**src/rtl/csr_win_pkg.sv**
```systemverilog
package csr_win_pkg;

   // Exponent of the boundary a window must start on: its own size or the
   // requested padding, whichever is coarser.
   function automatic int place_log2(input int win_aw, input int pad_log2);
      return (pad_log2 > win_aw) ? pad_log2 : win_aw;
   endfunction

   // Round v up to the next multiple of 2^k.
   function automatic longint align_up(input longint v, input int k);
      longint mask;
      mask = (longint'(1) << k) - 1;
      return (v + mask) & ~mask;
   endfunction

endpackage

```
**src/rtl/csr_win_match.sv**
```systemverilog
module csr_win_match #(
   parameter int     ADDR_W = 16,
   parameter int     LOC_W  = 10,
   parameter int     WIN_AW = 10,
   parameter longint BASE   = 0
) (
   input  logic [ADDR_W-1:0] addr,
   output logic              hit,
   output logic [LOC_W-1:0]  loc
);

   localparam logic [ADDR_W-1:0] BASE_V = BASE[ADDR_W-1:0];

   // Window selection from the bits above the window's own span
   generate
      if (WIN_AW >= ADDR_W) begin : g_full
         assign hit = 1'b1;
      end else begin : g_cmp
         assign hit = (addr[ADDR_W-1:WIN_AW] == BASE_V[ADDR_W-1:WIN_AW]);
      end
   endgenerate

   // Local address: low bits pass through, padded to the shared width
   generate
      if (WIN_AW == LOC_W) begin : g_loc_exact
         assign loc = addr[LOC_W-1:0];
      end else begin : g_loc_pad
         assign loc = {{(LOC_W-WIN_AW){1'b0}}, addr[WIN_AW-1:0]};
      end
   endgenerate

endmodule

```
**src/rtl/csr_win_rsel.sv**
```systemverilog
module csr_win_rsel #(
   parameter int NUM_SUB = 2,
   parameter int DATA_W  = 8
) (
   input  logic                      clk,
   input  logic                      rst_n,
   input  logic                      r_stb,
   input  logic [NUM_SUB-1:0]        hit,
   input  logic [NUM_SUB*DATA_W-1:0] sub_r_data,
   output logic [DATA_W-1:0]         r_data
);

   logic [NUM_SUB-1:0] sel_q;

   // Window recorded at each read strobe; cleared in every other cycle
   always_ff @(posedge clk) begin
      if (!rst_n)
         sel_q <= '0;
      else if (r_stb)
         sel_q <= hit;
      else
         sel_q <= '0;
   end

   // AND-OR return path steered by the recorded window
   always_comb begin
      r_data = '0;
      for (int i = 0; i < NUM_SUB; i++)
         r_data = r_data | ({DATA_W{sel_q[i]}} & sub_r_data[i*DATA_W +: DATA_W]);
   end

   // at most one window recorded per read
   a_r8_one_window: assert property (@(posedge clk) disable iff (!rst_n)
      $onehot0(sel_q));

   // no read strobe, nothing returned
   a_r10_idle_zero: assert property (@(posedge clk) disable iff (!rst_n)
      !r_stb |=> (r_data == '0));

   // a read that hit no window returns zero
   a_r10_miss_zero: assert property (@(posedge clk) disable iff (!rst_n)
      (r_stb && (hit == '0)) |=> (r_data == '0));

   generate
      for (genvar g = 0; g < NUM_SUB; g++) begin : g_ret_chk
         // data of the window hit at the strobe, whatever the address now
         a_r7_return: assert property (@(posedge clk) disable iff (!rst_n)
            (r_stb && hit[g]) |=> (r_data == sub_r_data[g*DATA_W +: DATA_W]));
      end
   endgenerate

endmodule

```
**src/rtl/csr_win_decoder.sv**
```systemverilog
module csr_win_decoder #(
   parameter int                   ADDR_W    = 16,
   parameter int                   DATA_W    = 8,
   parameter int                   NUM_SUB   = 2,
   parameter int                   LOC_W     = 10,
   parameter logic [NUM_SUB*8-1:0] SUB_AW    = {8'd10, 8'd10},
   parameter logic [NUM_SUB*8-1:0] SUB_ALIGN = '0
) (
   input  logic                      clk,
   input  logic                      rst_n,
   input  logic [ADDR_W-1:0]         m_addr,
   input  logic                      m_r_stb,
   input  logic                      m_w_stb,
   input  logic [DATA_W-1:0]         m_w_data,
   output logic [DATA_W-1:0]         m_r_data,
   output logic [NUM_SUB*LOC_W-1:0]  s_addr,
   output logic [NUM_SUB-1:0]        s_r_stb,
   output logic [NUM_SUB-1:0]        s_w_stb,
   output logic [DATA_W-1:0]         s_w_data,
   input  logic [NUM_SUB*DATA_W-1:0] s_r_data
);

   localparam longint SPACE = longint'(1) << ADDR_W;

   // Base of window idx: walk the earlier windows in order
   function automatic longint win_base(input int idx);
      longint cur;
      int     aw;
      int     k;
      cur = 0;
      for (int i = 0; i <= idx; i++) begin
         aw  = int'(SUB_AW[i*8 +: 8]);
         k   = csr_win_pkg::place_log2(aw, int'(SUB_ALIGN[i*8 +: 8]));
         cur = csr_win_pkg::align_up(cur, k);
         if (i < idx)
            cur = cur + (longint'(1) << aw);
      end
      return cur;
   endfunction

   // Elaboration-time parameter checks
   generate
      if (NUM_SUB < 1) begin : g_bad_num
         $error("csr_win_decoder: NUM_SUB must be at least 1");
      end
      if (DATA_W < 1) begin : g_bad_data
         $error("csr_win_decoder: DATA_W must be at least 1");
      end
      if (ADDR_W < 1 || ADDR_W > 62) begin : g_bad_addr
         $error("csr_win_decoder: ADDR_W must lie in 1..62");
      end
   endgenerate

   logic [NUM_SUB-1:0] hit;

   generate
      for (genvar g = 0; g < NUM_SUB; g++) begin : g_win
         localparam int     AW_G   = int'(SUB_AW[g*8 +: 8]);
         localparam longint BASE_G = win_base(g);

         if (AW_G < 1 || AW_G > LOC_W || AW_G > ADDR_W) begin : g_bad_aw
            $error("csr_win_decoder: subordinate address width out of range");
         end
         if (BASE_G + (longint'(1) << AW_G) > SPACE) begin : g_bad_fit
            $error("csr_win_decoder: window extends past the address space");
         end

         logic [LOC_W-1:0] loc;

         csr_win_match #(
            .ADDR_W (ADDR_W),
            .LOC_W  (LOC_W),
            .WIN_AW (AW_G),
            .BASE   (BASE_G)
         ) u_match (
            .addr (m_addr),
            .hit  (hit[g]),
            .loc  (loc)
         );

         assign s_addr[g*LOC_W +: LOC_W] = loc;
         assign s_r_stb[g] = m_r_stb & hit[g];
         assign s_w_stb[g] = m_w_stb & hit[g];
      end
   endgenerate

   assign s_w_data = m_w_data;

   csr_win_rsel #(
      .NUM_SUB (NUM_SUB),
      .DATA_W  (DATA_W)
   ) u_rsel (
      .clk        (clk),
      .rst_n      (rst_n),
      .r_stb      (m_r_stb),
      .hit        (hit),
      .sub_r_data (s_r_data),
      .r_data     (m_r_data)
   );

   // a subordinate write strobe needs a master write strobe
   a_r4_wstb_from_master: assert property (@(posedge clk) disable iff (!rst_n)
      (s_w_stb != '0) |-> m_w_stb);

   // windows never overlap, so at most one write target
   a_r4_wstb_single: assert property (@(posedge clk) disable iff (!rst_n)
      $onehot0(s_w_stb));

   // a subordinate read strobe needs a master read strobe
   a_r5_rstb_from_master: assert property (@(posedge clk) disable iff (!rst_n)
      (s_r_stb != '0) |-> m_r_stb);

   // at most one read target
   a_r5_rstb_single: assert property (@(posedge clk) disable iff (!rst_n)
      $countones(s_r_stb) <= 1);

endmodule

```
**config.mk**
```make
export PLATFORM = sky130hd
export DESIGN_NAME = csr_win_decoder
export DESIGN_NICKNAME = d
export VERILOG_FILES = /design/src/rtl/csr_win_pkg.sv /design/src/rtl/csr_win_match.sv /design/src/rtl/csr_win_rsel.sv /design/src/rtl/csr_win_decoder.sv
export SDC_FILE = /design/constraint.sdc
export NUM_CORES = 1
export LEC_CHECK = 0
export BUFFER_PORTS_ARGS = -buffer_cell sky130_fd_sc_hd__buf_4
export CAP_MARGIN = 10
export CORE_UTILIZATION = 23
export CTS_CLUSTER_DIAMETER = 30
export CTS_CLUSTER_SIZE = 25
export DETAILED_ROUTE_END_ITERATION = 7
export GPL_TIMING_DRIVEN = 1
export PLACE_DENSITY = 0.78
export SYNTH_ARGS = -nofsm -noshare
export SYNTH_HDL_FRONTEND = slang
export SYNTH_SLANG_ARGS = --single-unit
```
**constraint.sdc**
```tcl
create_clock -name clk -period 1.2 [get_ports clk]
set_input_delay 0.06 -clock clk [delete_from_list [all_inputs] [get_ports clk]]
set_output_delay 0.06 -clock clk [all_outputs]
set_load 0.02 [all_outputs]
```
==> qor.txt <==
Min-Delay Path Class = in2reg
synth-to-layout area growth = 33.5%
Synth area leader = buf_4
FILL cells = 166
final setup fails = 0
worst-path maximum fanout = 4
failing checks = design-rule violations
Ys Warns = 0
grt total ovfl = 0
footprint of the multi-input gates = 158 sq um
Crit Path Class = in2out
WP data required = 1.14 ns
top cells by area, synth = buf_4 (53%), a22o_1 (18%), dfxtp_1 (10%)
Vias per Instance = 4.74
number of global-route vias before repair = 354
post-synthesis sequential area ratio = 0.100
H-tree levels = 1
met1 usage = 0.0680
Clock Pin Slew Worst Setup and Hold Paths = 0.03 ns
global routing met2 resource utilization = 0.182
crit share post-route = 0.988
Placed Cells incl. Taps = 74
Cell Area, Synth = 399 sq um
asr flop ratio synth = 0
relative slew slack = 0.816
TritonCTS Sinks = 2
post-layout min period = 1.19 ns
Hold Fails Final Rpt = 0
First-pass DRT Iterations = 5
Min Hold Slack = 0.0573 ns
antenna viol nets, final = 0
pwr/cell area = 571 mW/mm^2
cts hold-fix bufs = 0
PortBufs = 37
IR drop worst, VDD = 0.000351 V
wire per inst = 12.7 microns
ant diodes = 0
Worst setup EP type = output pin
CTS Buf Count = 3
# IOs = 84
DRT Wirelength = 979 microns
worst-margin pin slew = 0.273 ns
GRT Max-Usage Layer = met2
cells after synthesis = 51
DIE HEIGHT = 43.7 microns
WP data arrival = 1.13 ns
RSZ-0062 raised after global routing = true
first-pass GRT wire length = 1.36 mm
Tot GR Track Use = 0.100
# DRC = 8
1st-iter DRT viols = 8
count of flip-flops with a built-in enable after synthesis = 0
routed vias = 365
Top Registers = u_rsel.sel_q: 2 flops
final RePlAce weighted congestion = 0.659
Max Root-Sink Buffers = 2
FP Rows = 14
fraction of layout cells with a size suffix above 1 = 0.754
Final Non-Filler Cells = 77
Synth Net Count = 95
Register Area = 40.0 sq um
outcome = finished with violations
CP Launch Type = input pin
most numerous cell in the Yosys netlist = buf_4
largest net degree at the start of global routing = 9
met3 Track Usage GR = 0.0708
f_max = 0.844 GHz
Post-synth top cells = buf_4 (28), a22o_1 (8), nor4b_1 (3)
CTS root buf = clkbuf_4
max-cap violations = 0
die width = 43.7 microns
Final nets = 107
postcts setup bufs = 0
Mean Syn Cell Area = 7.83 sq um
Initial Util = 0.256
register bank with the most flops = u_rsel.sel_q
FF+latch count, synth = 2
Core ar. = 0.00156 sq mm
leakage power = 0.000261 uW
max FFs per register = 2
Max Slew Vio Count = 0
hpwl dp = 811 microns
Top FF cell, synth = dfxtp_1
CTS tree = built
initial antenna violation count = 0
Die Area = 0.00191 sq mm
post-synthesis cell type count = 11
Synth top area share = 0.527
## what timing repair did
item                                    4_1_cts  5_1_grt
gates resized for setup                       1        4
pin swaps                                     2        1
gates cloned                                  0        0
endpoints found under the setup margin        4        4
## layout by cell type, fill, tap and decap left out, drive strengths merged
| master | Yosys | routed |
|---|---|---|
| nand2 | 1 | 1 |
| dfxtp | 2 | 2 |
| clkbuf | 2 | 3 |
| nand3b | 2 | 2 |
| nor4 | 1 | 1 |
| nor2 | 2 | 2 |
| nor4b | 3 | 3 |
| buf | 29 | 38 |
| or4 | 1 | 1 |
| a22o | 8 | 8 |
## metal layers
metal / routed length (microns) / vias up
met2: 470 / 39
met3: 249 / 4
met1: 239 / 152
met5: 0 / -
met4: 20 / 0
li1: - / 170
## kinds of logic (layout without fill, tap and decap cells)
group	count (synthesis)	count (layout)	share of synthesized area
flip-flops	2	2	0.100
AND/OR/NAND/NOR	10	10	0.166
buffers and inverters	31	41	0.558
AO/OA/AOI/OAI	8	8	0.176
## critical path, cell delays in order
cell     delay [ns]
buf_4          0.11
or4_4          0.54
nor4b_2        0.23
buf_4          0.18
## metrics by stage
step	total power [uW]	utilization	setup WS [ns]	cell area (sq um)	setup TNS, ns
floorplan	217	-	-0.0798	412	-0.160
global placement	152	0.317	-0.0793	494	-0.316
detailed placement	155	0.317	-0.0938	494	-0.404
CTS	310	0.334	-0.00224	520	-0.00224
global route	331	0.342	-0.00510	533	-0.00510
finish	304	0.342	0.0149	533	0
## cell type report
class / instances / share of cell area
Multi-Input combinational cell: 18 / 0.296
Clock buffer: 3 / 0.0423
Sequential cell: 2 / 0.0751
Timing Repair Buffer: 38 / 0.549
Tap cell: 16 / 0.0376
## where the power goes
group / switching, uW / total (uW) / internal [uW]
sequential: 0.449 / 67.7 / 67.3
clock: 37.5 / 148 / 110
combinational: 26.5 / 89.0 / 62.5
total: 64.5 / 304 / 240
## worst paths after layout
kind / cells after the start / slack [ns] / end / from
worst max-delay path: 4 / 0.01 / s_r_stb[0] / m_addr[13]
worst min-delay path: 2 / 0.06 / u_rsel.sel_q[0] / m_addr[15]
Note: power is estimated with default switching activity, not from simulation.
